<file path="config.mk">
export PLATFORM = sky130hd
export DESIGN_NAME = exc_entry_seq
export DESIGN_NICKNAME = d
export VERILOG_FILES = /design/src/rtl/exc_seq_pkg.sv /design/src/rtl/exc_req_arbiter.sv /design/src/rtl/exc_cp_handshake.sv /design/src/rtl/exc_psr_bank.sv /design/src/rtl/exc_entry_seq.sv
export SDC_FILE = /design/constraint.sdc
export NUM_CORES = 1
export LEC_CHECK = 0
export BUFFER_PORTS_ARGS = -buffer_cell sky130_fd_sc_hd__buf_4
export CAP_MARGIN = 20
export CORE_ASPECT_RATIO = 1.1
export CORE_MARGIN = 5
export CORE_UTILIZATION = 38
export DETAILED_ROUTE_END_ITERATION = 10
export GPL_TIMING_DRIVEN = 0
export PLACE_DENSITY = 0.57
export SLEW_MARGIN = 30
export SYNTH_ARGS = -nofsm -noshare
export SYNTH_HDL_FRONTEND = slang
export SYNTH_SLANG_ARGS = --single-unit
</file>
<file path="constraint.sdc">
create_clock -name clk -period 3.88 [get_ports clk]
set_clock_uncertainty 0.1 [all_clocks]
set_input_delay 0.582 -clock clk [delete_from_list [all_inputs] [get_ports clk]]
set_output_delay 0.582 -clock clk [all_outputs]
set_load 0.005 [all_outputs]
</file>
<file path="src/rtl/exc_seq_pkg.sv">
package exc_seq_pkg;

   typedef enum logic [2:0] {
      K_NONE = 3'd0,
      K_DABT = 3'd1,
      K_PABT = 3'd2,
      K_UND  = 3'd3,
      K_SWI  = 3'd4,
      K_RET  = 3'd5
   } exc_kind_e;

   localparam logic [4:0] MODE_USR = 5'b10000;
   localparam logic [4:0] MODE_SVC = 5'b10011;
   localparam logic [4:0] MODE_ABT = 5'b10111;
   localparam logic [4:0] MODE_UND = 5'b11011;

   localparam int PSR_W   = 32;
   localparam int MODE_W  = 5;
   localparam int FLAGS_W = 4;
   localparam int N_BANKS = 3;

   // mode that an entry of the given kind switches to
   function automatic logic [MODE_W-1:0] target_mode(exc_kind_e k);
      case (k)
         K_DABT, K_PABT: return MODE_ABT;
         K_UND:          return MODE_UND;
         default:        return MODE_SVC;
      endcase
   endfunction

   // distance from the instruction address to the stored return address
   function automatic logic [3:0] link_offset(exc_kind_e k);
      return (k == K_DABT) ? 4'd8 : 4'd4;
   endfunction

   // vector offset above the vector base
   function automatic logic [7:0] vector_offset(exc_kind_e k);
      case (k)
         K_DABT:  return 8'h10;
         K_PABT:  return 8'h0C;
         K_SWI:   return 8'h08;
         K_UND:   return 8'h04;
         default: return 8'h00;
      endcase
   endfunction

   function automatic logic bank_valid(logic [MODE_W-1:0] m);
      return (m == MODE_ABT) || (m == MODE_SVC) || (m == MODE_UND);
   endfunction

   function automatic logic [1:0] bank_index(logic [MODE_W-1:0] m);
      case (m)
         MODE_SVC: return 2'd1;
         MODE_UND: return 2'd2;
         default:  return 2'd0;
      endcase
   endfunction

endpackage

</file>
<file path="src/rtl/exc_req_arbiter.sv">
module exc_req_arbiter
   import exc_seq_pkg::*;
(
   input  logic      enable,
   input  logic      req_dabt,
   input  logic      req_pabt,
   input  logic      req_und,
   input  logic      req_swi,
   input  logic      req_ret,
   output exc_kind_e kind
);

   always_comb begin
      kind = K_NONE;
      if (enable) begin
         if (req_dabt)      kind = K_DABT;
         else if (req_pabt) kind = K_PABT;
         else if (req_und)  kind = K_UND;
         else if (req_swi)  kind = K_SWI;
         else if (req_ret)  kind = K_RET;
      end
   end

   always_comb begin
      a_idle_when_blocked_r6: assert (enable || kind == K_NONE)
         else $error("arbiter granted while blocked");
   end

endmodule

</file>
<file path="src/rtl/exc_cp_handshake.sv">
module exc_cp_handshake #(
   parameter int AW         = 32,
   parameter bit HAS_COPROC = 1'b1
) (
   input  logic          clk,
   input  logic          rst_n,
   input  logic          start,
   input  logic [AW-1:0] ins_addr,
   input  logic          cp_accept,
   input  logic          cp_busy,
   input  logic          irq_pending,
   output logic          offer,
   output logic          trap,
   output logic [AW-1:0] trap_addr
);

   generate
      if (HAS_COPROC) begin : g_offer
         logic          offer_q;
         logic [AW-1:0] addr_q;
         logic          release_w;

         assign release_w = offer_q && (!cp_accept || !cp_busy || irq_pending);

         always_ff @(posedge clk or negedge rst_n) begin
            if (!rst_n) begin
               offer_q <= 1'b0;
               addr_q  <= '0;
            end else if (start) begin
               offer_q <= 1'b1;
               addr_q  <= ins_addr;
            end else if (release_w) begin
               offer_q <= 1'b0;
            end
         end

         assign offer     = offer_q;
         assign trap      = offer_q && !cp_accept;
         assign trap_addr = addr_q;

         p_busy_hold_r8: assert property (@(posedge clk) disable iff (!rst_n)
            (offer_q && cp_accept && cp_busy && !irq_pending) |=> offer_q)
            else $error("offer dropped during busy wait");

         p_ready_release_r8: assert property (@(posedge clk) disable iff (!rst_n)
            (offer_q && cp_accept && (!cp_busy || irq_pending)) |=> !offer_q)
            else $error("offer kept after ready or interrupt");

         p_reject_release_r7: assert property (@(posedge clk) disable iff (!rst_n)
            (offer_q && !cp_accept) |=> !offer_q)
            else $error("offer kept after rejection");

         p_no_restart_r8: assert property (@(posedge clk) disable iff (!rst_n)
            start |-> !offer_q)
            else $error("new offer while one is pending");
      end else begin : g_direct
         logic unused_cp;
         assign unused_cp = ^{clk, rst_n, cp_accept, cp_busy, irq_pending};
         assign offer     = 1'b0;
         assign trap      = start;
         assign trap_addr = ins_addr;
      end
   endgenerate

endmodule

</file>
<file path="src/rtl/exc_psr_bank.sv">
module exc_psr_bank
   import exc_seq_pkg::*;
#(
   parameter int I_BIT = 7
) (
   input  logic               clk,
   input  logic               rst_n,
   input  logic               enter,
   input  logic [MODE_W-1:0]  enter_mode,
   input  logic               restore,
   input  logic               flags_we,
   input  logic [FLAGS_W-1:0] flags_in,
   output logic [PSR_W-1:0]   psr
);

   localparam logic [PSR_W-1:0] I_MASK     = PSR_W'(1) << I_BIT;
   localparam logic [PSR_W-1:0] RESET_PSR  = I_MASK | PSR_W'(MODE_SVC);
   localparam logic [PSR_W-1:0] SPSR_RESET = PSR_W'(MODE_USR);
   localparam logic [PSR_W-1:0] KEEP_MASK  = ~(I_MASK | PSR_W'({MODE_W{1'b1}}));

   logic [PSR_W-1:0] psr_q;
   logic [PSR_W-1:0] psr_d;
   logic [PSR_W-1:0] spsr_q [N_BANKS];
   logic             cur_ok;
   logic [1:0]       cur_idx;
   logic [1:0]       ent_idx;

   assign cur_ok  = bank_valid(psr_q[MODE_W-1:0]);
   assign cur_idx = bank_index(psr_q[MODE_W-1:0]);
   assign ent_idx = bank_index(enter_mode);

   always_comb begin
      psr_d = psr_q;
      if (enter) begin
         psr_d[MODE_W-1:0] = enter_mode;
         psr_d[I_BIT]      = 1'b1;
      end else if (restore) begin
         if (cur_ok) psr_d = spsr_q[cur_idx];
      end else if (flags_we) begin
         psr_d[PSR_W-1 -: FLAGS_W] = flags_in;
      end
   end

   always_ff @(posedge clk or negedge rst_n) begin
      if (!rst_n) psr_q <= RESET_PSR;
      else        psr_q <= psr_d;
   end

   generate
      for (genvar b = 0; b < N_BANKS; b++) begin : g_bank
         always_ff @(posedge clk or negedge rst_n) begin
            if (!rst_n)
               spsr_q[b] <= SPSR_RESET;
            else if (enter && ent_idx == 2'(b))
               spsr_q[b] <= psr_q;
         end
      end
   endgenerate

   assign psr = psr_q;

   p_save_slot_r4: assert property (@(posedge clk) disable iff (!rst_n)
      enter |=> spsr_q[$past(ent_idx)] == $past(psr_q))
      else $error("saved-status slot not loaded on entry");

   p_keep_fields_r4: assert property (@(posedge clk) disable iff (!rst_n)
      enter |=> ((psr_q & KEEP_MASK) == ($past(psr_q) & KEEP_MASK)) && psr_q[I_BIT])
      else $error("status fields disturbed on entry");

   p_restore_r9: assert property (@(posedge clk) disable iff (!rst_n)
      (restore && !enter && cur_ok) |=> psr_q == $past(spsr_q[cur_idx]))
      else $error("status not restored on return");

   p_unbanked_ret_r9: assert property (@(posedge clk) disable iff (!rst_n)
      (restore && !enter && !cur_ok) |=> $stable(psr_q))
      else $error("status changed on return from unbanked mode");

endmodule

</file>
<file path="src/rtl/exc_entry_seq.sv">
module exc_entry_seq
   import exc_seq_pkg::*;
#(
   parameter int            AW         = 32,
   parameter logic [AW-1:0] VEC_BASE   = '0,
   parameter bit            HAS_COPROC = 1'b1,
   parameter int            I_BIT      = 7
) (
   input  logic          clk,
   input  logic          rst_n,
   input  logic [AW-1:0] ins_addr,
   input  logic          req_dabt,
   input  logic          req_pabt,
   input  logic          req_und,
   input  logic          req_swi,
   input  logic          ret_req,
   input  logic [AW-1:0] ret_pc,
   input  logic          flags_we,
   input  logic [3:0]    flags_in,
   input  logic          irq_pending,
   input  logic          cp_accept,
   input  logic          cp_busy,
   output logic          cp_offer,
   output logic          lr_we,
   output logic [4:0]    lr_mode,
   output logic [AW-1:0] lr_data,
   output logic          redirect,
   output logic [AW-1:0] redirect_addr,
   output logic          flush,
   output logic [31:0]   psr
);

   generate
      if (AW < 8 || AW > 64) begin : g_bad_aw
         $error("exc_entry_seq: AW must be within 8..64");
      end
      if (I_BIT < MODE_W || I_BIT >= PSR_W - FLAGS_W) begin : g_bad_ibit
         $error("exc_entry_seq: I_BIT must lie between mode field and flags");
      end
   endgenerate

   exc_kind_e     arb_kind;
   exc_kind_e     eff_kind;
   logic          blocked;
   logic          und_start;
   logic          und_trap;
   logic [AW-1:0] trap_addr;
   logic [AW-1:0] eff_addr;
   logic          do_enter;
   logic          do_ret;
   logic [4:0]    ent_mode;

   logic          lr_we_q;
   logic [4:0]    lr_mode_q;
   logic [AW-1:0] lr_data_q;
   logic          redir_q;
   logic [AW-1:0] redir_addr_q;
   logic          flush_q;

   assign blocked = flush_q | cp_offer;

   exc_req_arbiter u_arb (
      .enable   (!blocked),
      .req_dabt (req_dabt),
      .req_pabt (req_pabt),
      .req_und  (req_und),
      .req_swi  (req_swi),
      .req_ret  (ret_req),
      .kind     (arb_kind)
   );

   assign und_start = (arb_kind == K_UND);

   exc_cp_handshake #(
      .AW         (AW),
      .HAS_COPROC (HAS_COPROC)
   ) u_cp (
      .clk         (clk),
      .rst_n       (rst_n),
      .start       (und_start),
      .ins_addr    (ins_addr),
      .cp_accept   (cp_accept),
      .cp_busy     (cp_busy),
      .irq_pending (irq_pending),
      .offer       (cp_offer),
      .trap        (und_trap),
      .trap_addr   (trap_addr)
   );

   always_comb begin
      if (und_trap)             eff_kind = K_UND;
      else if (arb_kind == K_UND) eff_kind = K_NONE;
      else                      eff_kind = arb_kind;
   end

   assign eff_addr = und_trap ? trap_addr : ins_addr;
   assign do_ret   = (eff_kind == K_RET);
   assign do_enter = (eff_kind != K_NONE) && !do_ret;
   assign ent_mode = target_mode(eff_kind);

   exc_psr_bank #(
      .I_BIT (I_BIT)
   ) u_psr (
      .clk        (clk),
      .rst_n      (rst_n),
      .enter      (do_enter),
      .enter_mode (ent_mode),
      .restore    (do_ret),
      .flags_we   (flags_we),
      .flags_in   (flags_in),
      .psr        (psr)
   );

   always_ff @(posedge clk or negedge rst_n) begin
      if (!rst_n) begin
         lr_we_q      <= 1'b0;
         lr_mode_q    <= '0;
         lr_data_q    <= '0;
         redir_q      <= 1'b0;
         redir_addr_q <= '0;
         flush_q      <= 1'b0;
      end else begin
         lr_we_q <= do_enter;
         redir_q <= do_enter | do_ret;
         flush_q <= do_enter | do_ret;
         if (do_enter) begin
            lr_mode_q    <= ent_mode;
            lr_data_q    <= eff_addr + AW'(link_offset(eff_kind));
            redir_addr_q <= VEC_BASE + AW'(vector_offset(eff_kind));
         end else if (do_ret) begin
            redir_addr_q <= ret_pc;
         end
      end
   end

   assign lr_we         = lr_we_q;
   assign lr_mode       = lr_mode_q;
   assign lr_data       = lr_data_q;
   assign redirect      = redir_q;
   assign redirect_addr = redir_addr_q;
   assign flush         = flush_q;

   p_flush_pulse_r6: assert property (@(posedge clk) disable iff (!rst_n)
      flush |=> !flush)
      else $error("flush longer than one cycle");

   p_flush_blocks_r6: assert property (@(posedge clk) disable iff (!rst_n)
      flush |=> !redirect)
      else $error("request taken during flush");

   p_dabt_entry_r1: assert property (@(posedge clk) disable iff (!rst_n)
      (req_dabt && !flush && !cp_offer) |=>
         (lr_we && lr_mode == MODE_ABT && lr_data == $past(ins_addr) + AW'(8)
          && redirect && redirect_addr == VEC_BASE + AW'(16)))
      else $error("data abort entry wrong");

   p_entry_mode_r4: assert property (@(posedge clk) disable iff (!rst_n)
      lr_we |-> (redirect && flush && psr[I_BIT] && psr[4:0] == lr_mode))
      else $error("entry outputs inconsistent with status");

   p_offer_quiet_r7: assert property (@(posedge clk) disable iff (!rst_n)
      $rose(cp_offer) |-> !redirect)
      else $error("redirect while offer starts");

endmodule

</file>
==> results of run 1 <==
sequential cells by signal (all words and copies together) (netlist names):
name	cells
u_psr.spsr_q	96
u_cp.trap_addr	32
lr_we	1
u_psr.psr	32
lr_data	32
redirect_addr	32
u_cp.offer	1
lr_mode	3
flush	1
cell type report:
type                       instances  area, sq um
inverter                           9        33.78
timing repair buffer             193         1519
buffer                            59        314.1
sequential                       230         5764
tap                              357        446.7
clock buffer                      38        747.0
fill                            2529        13740
multi-input combinational        661         4388
clock inverter                     6        80.08
cell usage in the layout, fill, tap and decap left out, types with 7 or more instances in the layout:
cell type	instances
a211oi_1	7
a22o_1	29
dfstp_2	7
nor3_1	7
o21ai_0	69
mux2i_1	53
mux2_2	98
xnor2_1	9
and3_1	12
nand3_1	10
nor2_1	27
clkbuf_16	27
clkbuf_1	48
a31oi_1	8
buf_4	192
nand2_1	233
dfrtp_1	223
inv_1	7
xor2_1	11
a21oi_1	21
cell usage after synthesis, types with 6 or more instances:
cell type,instances,area (sq um)
nand2_1,233,874.6
dfrtp_1,223,5580
mux2_2,98,1104
o21ai_0,69,345.3
mux2i_1,53,530.5
clkbuf_1,47,176.4
a22o_1,29,254.0
nor2_1,27,101.4
a21oi_1,21,105.1
and3_1,12,75.07
xor2_1,11,96.34
nand3_1,10,50.05
xnor2_1,9,78.83
a31oi_1,8,50.05
nor3_1,8,40.04
a211oi_1,7,52.55
dfstp_2,7,183.9
inv_1,7,26.28
o31ai_1,6,45.04
worst max path at each step:
stage | from | end | slack [ns] | depth (start not counted)
after floorplan | cp_accept | lr_data[28]$_DFFE_PN0P_ | 0.06 | 15
after global placement | cp_accept | lr_data[24]$_DFFE_PN0P_ | -1.09 | 15
after detailed placement | cp_accept | lr_data[24]$_DFFE_PN0P_ | -1.01 | 15
after CTS | u_cp.offer$_DFFE_PN0P_ | lr_data[28]$_DFFE_PN0P_ | 0.02 | 15
after global routing | u_cp.offer$_DFFE_PN0P_ | lr_data[28]$_DFFE_PN0P_ | 0.02 | 15
final | u_cp.offer$_DFFE_PN0P_ | lr_data[28]$_DFFE_PN0P_ | 0.25 | 14
worst register-to-register path, cell delays in order, from the launching register on:
cell	delay, ns
dfrtp_1	0.37
buf_4	0.16
nand2b_2	0.07
buf_6	0.21
buf_12	0.22
buf_8	0.19
clkbuf_2	0.29
nand2_1	0.09
nand2_1	0.09
inv_1	0.07
fa_2	0.41
nand4b_4	0.21
or4_1	0.57
o31a_1	0.31
o31ai_1	0.18
power by group through the flow:
stage / Clock (uW) / Sequential [uW] / Combinational [uW]
6_report: 2410 / 3680 / 2220
5_1_grt: 2580 / 3790 / 2510
4_1_cts: 2480 / 3680 / 2270
3_5_place_dp: 0 / 3720 / 2260
3_3_place_gp: 0 / 3690 / 2200
2_1_floorplan: 0 / 3610 / 1290
what timing repair did:
item,4_1_cts,5_1_grt
endpoints found under the setup margin,24,9
setup buffers,3,3
hold buffers,1,0
pin swaps,0,1
resized for setup,16,7
hold endpoints to repair,35,0
routing by layer:
metal	wire length, microns	global-route usage (%)	up-vias
met1	12210	24.32	3986
met3	1679	3.441	39
met2	14400	31.33	200
li1	-	-	3772
met5	0	0	-
met4	545	4.058	0
per-stage QoR:
stage | power, uW | instance area, sq um
finish | 8318 | 13290
global route | 8883 | 13290
CTS | 8428 | 13270
detailed placement | 5975 | 12350
global placement | 5892 | 12250
floorplan | 4901 | 10430
cell families (layout without fill, tap and decap cells):
kind of cell / Yosys count / after routing / synth area share, %
AOI/OAI and AO/OA: 162 / 162 / 9.926
xor gates and xnor gates: 20 / 20 / 1.680
adders and majority gates: 3 / 3 / 0.4320
buffers and inverters: 70 / 305 / 2.845
DFF: 230 / 230 / 55.29
muxes: 157 / 157 / 16.71
and+or+nand+nor: 319 / 319 / 13.12
==> metrics.txt, run 1 <==
CP startpoint kind flip-flop; max frequency 0.2758 GHz; slowest stage delay, CP ~0.57 ns; Worst EP arrival 3.95 ns; RD Place Congestion 0.7955; R2R setup slack about 0.25 ns; Sw Ratio between 30% and 40%; Placed Instances 1504; Root Buffer clkbuf_16; sequential share of the synthesized area 55.29%; # port buffers 183; Post-DRT Antenna Nets 0; Worst VDD drop 0.0003443 V; status completed; width of the die 167.9 microns; first-pass iteration count of the detailed router 4; reg-to-reg endpoint lr_data[28]$_DFFE_PN0P_; core area about 27000 sq um; # diodes 0; max_cap viols 0; CTS tree built; Synth cell types 60; Int Power 5757 uW; EDFF count, synth 0; Required @ worst endpoint 4.21 ns; RSZ-0062 raised after global routing false; fraction of registers with async set/reset 100.0%; total wire length 28830 microns; PwrDens 625.8 nW/um^2; cell family with most CP delay buffers and inverters; NetSw ~2600 uW; Final WS setup about 0.25 ns; Layout Cells excl Fill 1553; #FFs+latches synth 230; # DRC 0; row count 63; setup TNS 0 ns; Die Footprint between 30000 and 40000 sq um; slew margin rel. 43.12%; largest net degree at the start of global routing just over 70; Mapped Area around 10000 sq um; GRT Total Usage 18.29%; drt via density 5.149; final setup fails 0; Die Y 183.7 microns; final worst path period need between 3 and 4 ns; slowest library cell on the worst path or4_1; first-pass GRT wire length roughly 46000 microns; most frequent CP cell nand2_1; Total Nets Final 1262; total congestion overflow 0; HP Class input pin to flip-flop; Slew Viols, Final 0; crit path max fanout 19; Worst-Margin Slew 0.8532 ns; vias in the first global route 8056; hold path startpoint ret_pc[1]; Critical R2R Launch u_cp.offer$_DFFE_PN0P_; antenna violations before repair 0; Synth Instances 961; H-tree Lvls 1; DRT iter0 DRCs 427; syn avg cell area 10.85 sq um; leakage roughly 0.0065 uW; Comb pwr share a little over a quarter; Place WS -1.013 ns; drt wl/cell 18.57 microns; final cycle utilization of the critical path 93.45%; Register-to-Register Path Depth 14; hold endpoint redirect_addr[1]$_DFFE_PN0P_; io pins between 150 and 200; CP Buf/Inv Count 6; initial core utilization 38.56%; via count 7997; post-DP HPWL 20410 microns; syn nets 1043; worst skew pair latency 0.52 ns; Sequential Power Share 44.3%; kind of critical path flip-flop to flip-flop; clk slew on worst S/H paths 0.06 ns; worst-case clock buffer depth 3; synth warn 0; final cell utilization of the core 49.16%; Main synth FF type dfrtp_1; hold depth 2; layout cells sized above 1 between 30% and 40%; Hold Slack about 0.18 ns; Area Overhead vs Synth 27.51%; CP endpoint kind flip-flop; clock share of power 29.0%; Final Hold Viols 0; total clock sinks 230; CTS buffer count 26; crit-path cells buf_4, nand2b_2, buf_6, buf_12, buf_8, clkbuf_2, nand2_1, nand2_1, inv_1, fa_2, nand4b_4, or4_1, o31a_1, o31ai_1
Note: power is estimated with default switching activity, not from simulation.
==> run 2, diff against run 1 <==
REMOVE_ABC_BUFFERS = 1   (was default)
==> run 2 against run 1 <==
Register-to-register slack about the same; total power increased by 4.0%; routed wire length decreased by 9.1%.
==> metrics.txt, run 2 (synthesis results as in run 1) <==
Worst-Margin Slew 0.7134 ns (-0.1399 ns); largest net degree at the start of global routing 83 (+15%); status completed; PwrDens 649.3 nW/um^2 (+3.8%); Total Nets Final 1210 (-4.1%); # DRC 0 (unchanged); final setup fails 0 (unchanged); Worst EP arrival 3.95 ns (about the same); Die Footprint 30850 sq um (unchanged); vias in the first global route 7722 (-4.1%); GRT Total Usage 16.68% (-1.6 points); Register-to-Register Path Depth 10 (-4); antenna violations before repair 0 (unchanged); leakage 0.006499 uW (+0.20%); first-pass GRT wire length 42280 microns (-7.5%); Biggest register u_psr.spsr_q; drt wl/cell 17.41 microns (-6.2%); CP startpoint kind flip-flop; core area 27040 sq um (unchanged); final cycle utilization of the critical path 93.65% (+0.20 points); placed cell areas 12310 sq um (-0.27%); CTS buffer count 27 (+3.8%); hold depth 2 (unchanged); post-DP HPWL 17230 microns (-16%); CP endpoint kind flip-flop; HP Class input pin to flip-flop; Fillers 2452 (-3.0%); # port buffers 183 (unchanged); R2R setup slack 0.25 ns (about the same); max frequency 0.2752 GHz (-0.21%); RSZ-0062 raised after global routing false; Post-CTS Setup Repair Bufs 0 (-3); H-tree Lvls 1 (unchanged); width of the die 167.9 microns (unchanged); row count 63 (unchanged); crit path max fanout 45 (+26); final cell utilization of the core 49.28% (+0.12 points); highest-count cells in the layout ignoring fill and taps nand2_1, dfrtp_1, buf_4, mux2_2, o21ai_0; Area Overhead vs Synth 27.81%; Slew Viols, Final 0 (unchanged); DRT iter0 DRCs 343 (-20%); reg-to-reg endpoint lr_data[28]$_DFFE_PN0P_; total wire length 26200 microns (-9.1%); first-pass iteration count of the detailed router 5 (+1); hold path startpoint ret_pc[6]; layout cells sized above 1 32.84% (+2.2 points); worst-case clock buffer depth 3 (unchanged); Root Buffer clkbuf_16; clk slew on worst S/H paths 0.06 ns (about the same); Die Y 183.7 microns (unchanged); max reg flops 96 (unchanged); commonest non-fill, non-tap cell in the layout nand2_1; Final Hold Viols 0 (unchanged); Post-DRT Antenna Nets 0 (unchanged); kind of critical path flip-flop to flip-flop; Hold Slack 0.1929 ns (+0.01340 ns); hold endpoint redirect_addr[6]$_DFFE_PN0P_; # diodes 0 (unchanged); slew margin rel. 52.30% (+9.2 points); total clock sinks 230 (unchanged); max_cap viols 0 (unchanged); final worst path period need 3.634 ns (+0.007623 ns); worst skew pair latency 0.51 ns (about the same); Worst VDD drop 0.0004315 V (+25%); RD Place Congestion 0.7353 (-7.6%); CTS tree built; initial core utilization 38.56% (unchanged); drt via density 5.048 (-2.0%); io pins 184 (unchanged); via count 7597 (-5.0%); Required @ worst endpoint 4.19 ns (-0.02 ns); total congestion overflow 0 (unchanged); Critical R2R Launch u_cp.offer$_DFFE_PN0P_; design area 13320 sq um (+0.24%)
-- run 2: through the flow --
stage               cells  setup TNS [ns]  worst slack, ns  power, uW
finish               1505               0           0.2464       8652
global route         1505               0          0.06617       9220
CTS                  1505               0           0.1177       8789
detailed placement   1455         -0.3645         -0.09638       5997
global placement     1440         -265.84           -3.800       5850
floorplan             900          -28.63           -1.063       4876
-- run 2: metal layers --
metal	vias up	routed length, microns	track usage [%]
li1	3674	-	-
met1	3748	11240	22.03
met2	147	12860	27.85
met3	28	1625	4.409
met4	0	470	3.604
met5	-	0	0
-- run 2: cell type report --
| type | instances | area, sq um | share of cell area, % |
|---|---|---|---|
| sequential | 230 | 5769 | 43.30 |
| timing repair buffer | 199 | 1644 | 12.34 |
| multi-input combinational | 661 | 4458 | 33.46 |
| clock inverter | 14 | 206.4 | 1.549 |
| clock buffer | 35 | 765.7 | 5.747 |
| inverter | 9 | 33.78 | 0.2535 |
| tap | 357 | 446.7 | 3.352 |
-- run 2: repair_timing --
action,CTS,global route
resized for setup,0,6
endpoints found under the hold margin,75,0
hold buffers,1,0
setup endpoints to repair,0,6
-- run 2: worst max-delay path, stage by stage, from the launching register on --
cell and delay (ns):
dfrtp_2 0.48, nand2b_4 0.51, buf_16 0.31, nand2_1 0.08, nand2_1 0.09, inv_1 0.06
fa_1 0.48, nand4b_4 0.31, or4_1 0.58, o31a_1 0.29, o31ai_1 0.18
-- run 2: how the worst max path moves through the flow --
stage / endpoint / start / depth (start not counted) / slack, ns
after floorplan: lr_data[29]$_DFFE_PN0P_ / cp_accept / 7 / -1.06
after global placement: u_psr.psr[31]$_DFFE_PN0P_ / cp_accept / 9 / -3.80
after detailed placement: lr_data[31]$_DFFE_PN0P_ / cp_accept / 12 / -0.1
after CTS: lr_data[31]$_DFFE_PN0P_ / u_cp.offer$_DFFE_PN0P_ / 11 / 0.12
after global routing: lr_data[28]$_DFFE_PN0P_ / u_cp.offer$_DFFE_PN0P_ / 10 / 0.07
final: lr_data[28]$_DFFE_PN0P_ / u_cp.offer$_DFFE_PN0P_ / 10 / 0.25
-- run 2: report_power, final --
part	switching (uW)	internal, uW	total [uW]
logic	1040	1190	2230
registers	523	3170	3690
clock network	1010	1720	2730
total	2570	6080	8650
==> run 3, diff against run 2 <==
CTS_BUF_LIST = sky130_fd_sc_hd__clkbuf_8 sky130_fd_sc_hd__clkbuf_16   (was default)
PLACE_DENSITY = default   (was 0.57)
==> run 3 against run 2 <==
Global-route usage is 0.12 points higher; clock power is 12% lower; largest power group unchanged; utilization is 0.093 points lower; register-to-register slack better by 0.02 ns.
==> metrics.txt, run 3 (synthesis results as in run 1) <==
Worst-Margin Slew 0.6953 ns (-0.01809 ns); clk slew on worst S/H paths 0.06 ns (about the same); worst-case clock buffer depth 3 (unchanged); drt wl/cell 17.57 microns (+0.94%); Slew Viols, Final 0 (unchanged); CP startpoint kind flip-flop; final cycle utilization of the critical path 93.22% (-0.43 points); layout cells sized above 1 32.35% (-0.49 points); total wire length 26480 microns (+1.1%); max reg flops 96 (unchanged); final setup fails 0 (unchanged); Post-DRT Antenna Nets 0 (unchanged); status completed; # port buffers 183 (unchanged); Sequential Power Share 44.3% (+1.6 points); Root Buffer clkbuf_16; RSZ-0062 raised after global routing false; first-pass GRT wire length 42750 microns (+1.1%); slew margin rel. 53.65% (+1.3 points); vias in the first global route 7812 (+1.2%); Biggest register u_psr.spsr_q; HP Class input pin to flip-flop; via count 7595 (-0.026%); row count 63 (unchanged); highest-count cells in the layout ignoring fill and taps nand2_1, dfrtp_1, buf_4, mux2_2, o21ai_0; drt via density 5.040 (-0.16%); final worst path period need 3.617 ns (-0.01685 ns); leakage 0.006523 uW (+0.38%); Die Y 183.7 microns (unchanged); Final Hold Viols 0 (unchanged); max_cap viols 0 (unchanged); placed cell areas 12420 sq um (+0.83%); kind of critical path flip-flop to flip-flop; GRT Total Usage 16.80% (+0.12 points); Int Power 5829 uW (-4.1%); crit path max fanout 31 (-31%); PwrDens 628.0 nW/um^2 (-3.3%); H-tree Lvls 1 (unchanged); # diodes 0 (unchanged); Total Nets Final 1215 (+0.41%); Fillers 2473 (+0.86%); Die Footprint 30850 sq um (unchanged); RD Place Congestion 0.7316 (-0.50%); Required @ worst endpoint 4.21 ns (+0.02 ns); NetSw 2523 uW (-1.9%); Worst VDD drop 0.0003236 V (-25%); clock share of power 28.9% (-2.7 points); CTS buffer count 26 (-3.7%); Comb pwr share 26.9% (+1.2 points); worst skew pair latency 0.53 ns (+0.02 ns); commonest non-fill, non-tap cell in the layout nand2_1; CP endpoint kind flip-flop; initial core utilization 38.56% (unchanged); largest net degree at the start of global routing 76 (-8.4%); total clock sinks 230 (unchanged); core area 27040 sq um (unchanged); Sw Ratio 30.21% (+0.49 points); Worst EP arrival 3.95 ns (about the same); width of the die 167.9 microns (unchanged); total congestion overflow 0 (unchanged); setup TNS 0 ns (unchanged); DRT iter0 DRCs 378 (+10%); io pins 184 (unchanged); design area 13300 sq um (-0.19%); antenna violations before repair 1 (+1); Area Overhead vs Synth 27.57%; first-pass iteration count of the detailed router 4 (-1); max frequency 0.2765 GHz (+0.47%); # DRC 0 (unchanged); post-DP HPWL 18050 microns (+4.8%); CTS tree built
-- run 3: changes by cell type in the layout (fill, tap and decap cells not counted), sizes merged --
cell | before | now
and2b | 1 | 2
buf | 198 | 203
bufinv | 5 | 1
clkinv | 6 | 4
clkinvlp | 3 | 0
inv | 9 | 14
-- run 3: power by group through the flow --
| stage | Sequential, uW | Clock, uW | Combinational (uW) |
|---|---|---|---|
| finish | 3700 | 2410 | 2240 |
| global placement | 3770 | 0 | 2070 |
| floorplan | 3660 | 0 | 1220 |
| global route | 3810 | 2580 | 2520 |
| detailed placement | 3740 | 0 | 2290 |
| CTS | 3700 | 2490 | 2290 |
-- run 3: final timing paths --
path	endpoint	cells past startpoint	slack, ns	start
min	redirect_addr[1]$_DFFE_PN0P_	2	0.18	ret_pc[1]
max reg2reg	lr_data[28]$_DFFE_PN0P_	11	0.26	u_cp.offer$_DFFE_PN0P_
min reg2reg	u_psr.spsr_q[4]$_DFFE_PN1P_	2	0.36	u_psr.spsr_q[4]$_DFFE_PN1P_
max	lr_data[28]$_DFFE_PN0P_	11	0.26	u_cp.offer$_DFFE_PN0P_
min in group asynchronous	u_psr.psr[20]$_DFFE_PN0P_	2	0.42	rst_n
max in group asynchronous	redirect_addr[10]$_DFFE_PN0P_	4	2.29	rst_n
-- run 3: cell type report --
| type | instances | area (sq um) | share of cell area, % |
|---|---|---|---|
| clock buffer | 35 | 774.5 | 5.824 |
| clock inverter | 10 | 80.08 | 0.6021 |
| inverter | 9 | 33.78 | 0.2540 |
| multi-input combinational | 662 | 4436 | 33.35 |
| sequential | 230 | 5769 | 43.38 |
| tap | 357 | 446.7 | 3.359 |
| timing repair buffer | 204 | 1759 | 13.23 |
-- run 3: what timing repair did --
| item | CTS | global route |
|---|---|---|
| buffers inserted | 0 | 0 |
| hold endpoints to repair | 29 | 0 |
| gates resized for setup | 0 | 2 |
| hold buffers | 1 | 0 |
| endpoints found under the setup margin | 0 | 6 |
-- run 3: metrics by stage --
stage | setup WS (ns) | total power, uW | util (%) | hold slack (ns) | instances
2_1_floorplan | -1.063 | 4876 | - | 0.1864 | 900
3_3_place_gp | -3.942 | 5840 | 44.32 | 0.3468 | 1440
3_5_place_dp | -0.1535 | 6024 | 45.93 | 0.3515 | 1460
4_1_cts | 0.0009770 | 8483 | 49.12 | 0.1567 | 1506
5_1_grt | 0.06293 | 8914 | 49.19 | 0.1659 | 1507
6_report | 0.2632 | 8351 | 49.19 | 0.1777 | 1507
-- run 3: critical path, stage by stage (launching register included) --
cell      delay [ns]
dfrtp_2         0.54
and2b_4         0.38
buf_12          0.25
nand2_1         0.07
nand2_1         0.06
ha_1            0.16
inv_1           0.06
fa_1            0.46
nand4b_4        0.33
or4_1           0.59
o31a_1          0.29
o31ai_1         0.20
-- run 3: metal layers --
layer / vias to the layer above / track usage, % / share of wire [%]
met5: - / 0 / 0.076
met4: 2 / 3.247 / 1.4
met3: 30 / 4.237 / 6.2
met2: 159 / 28.60 / 49
met1: 3719 / 22.01 / 43
li1: 3685 / - / -
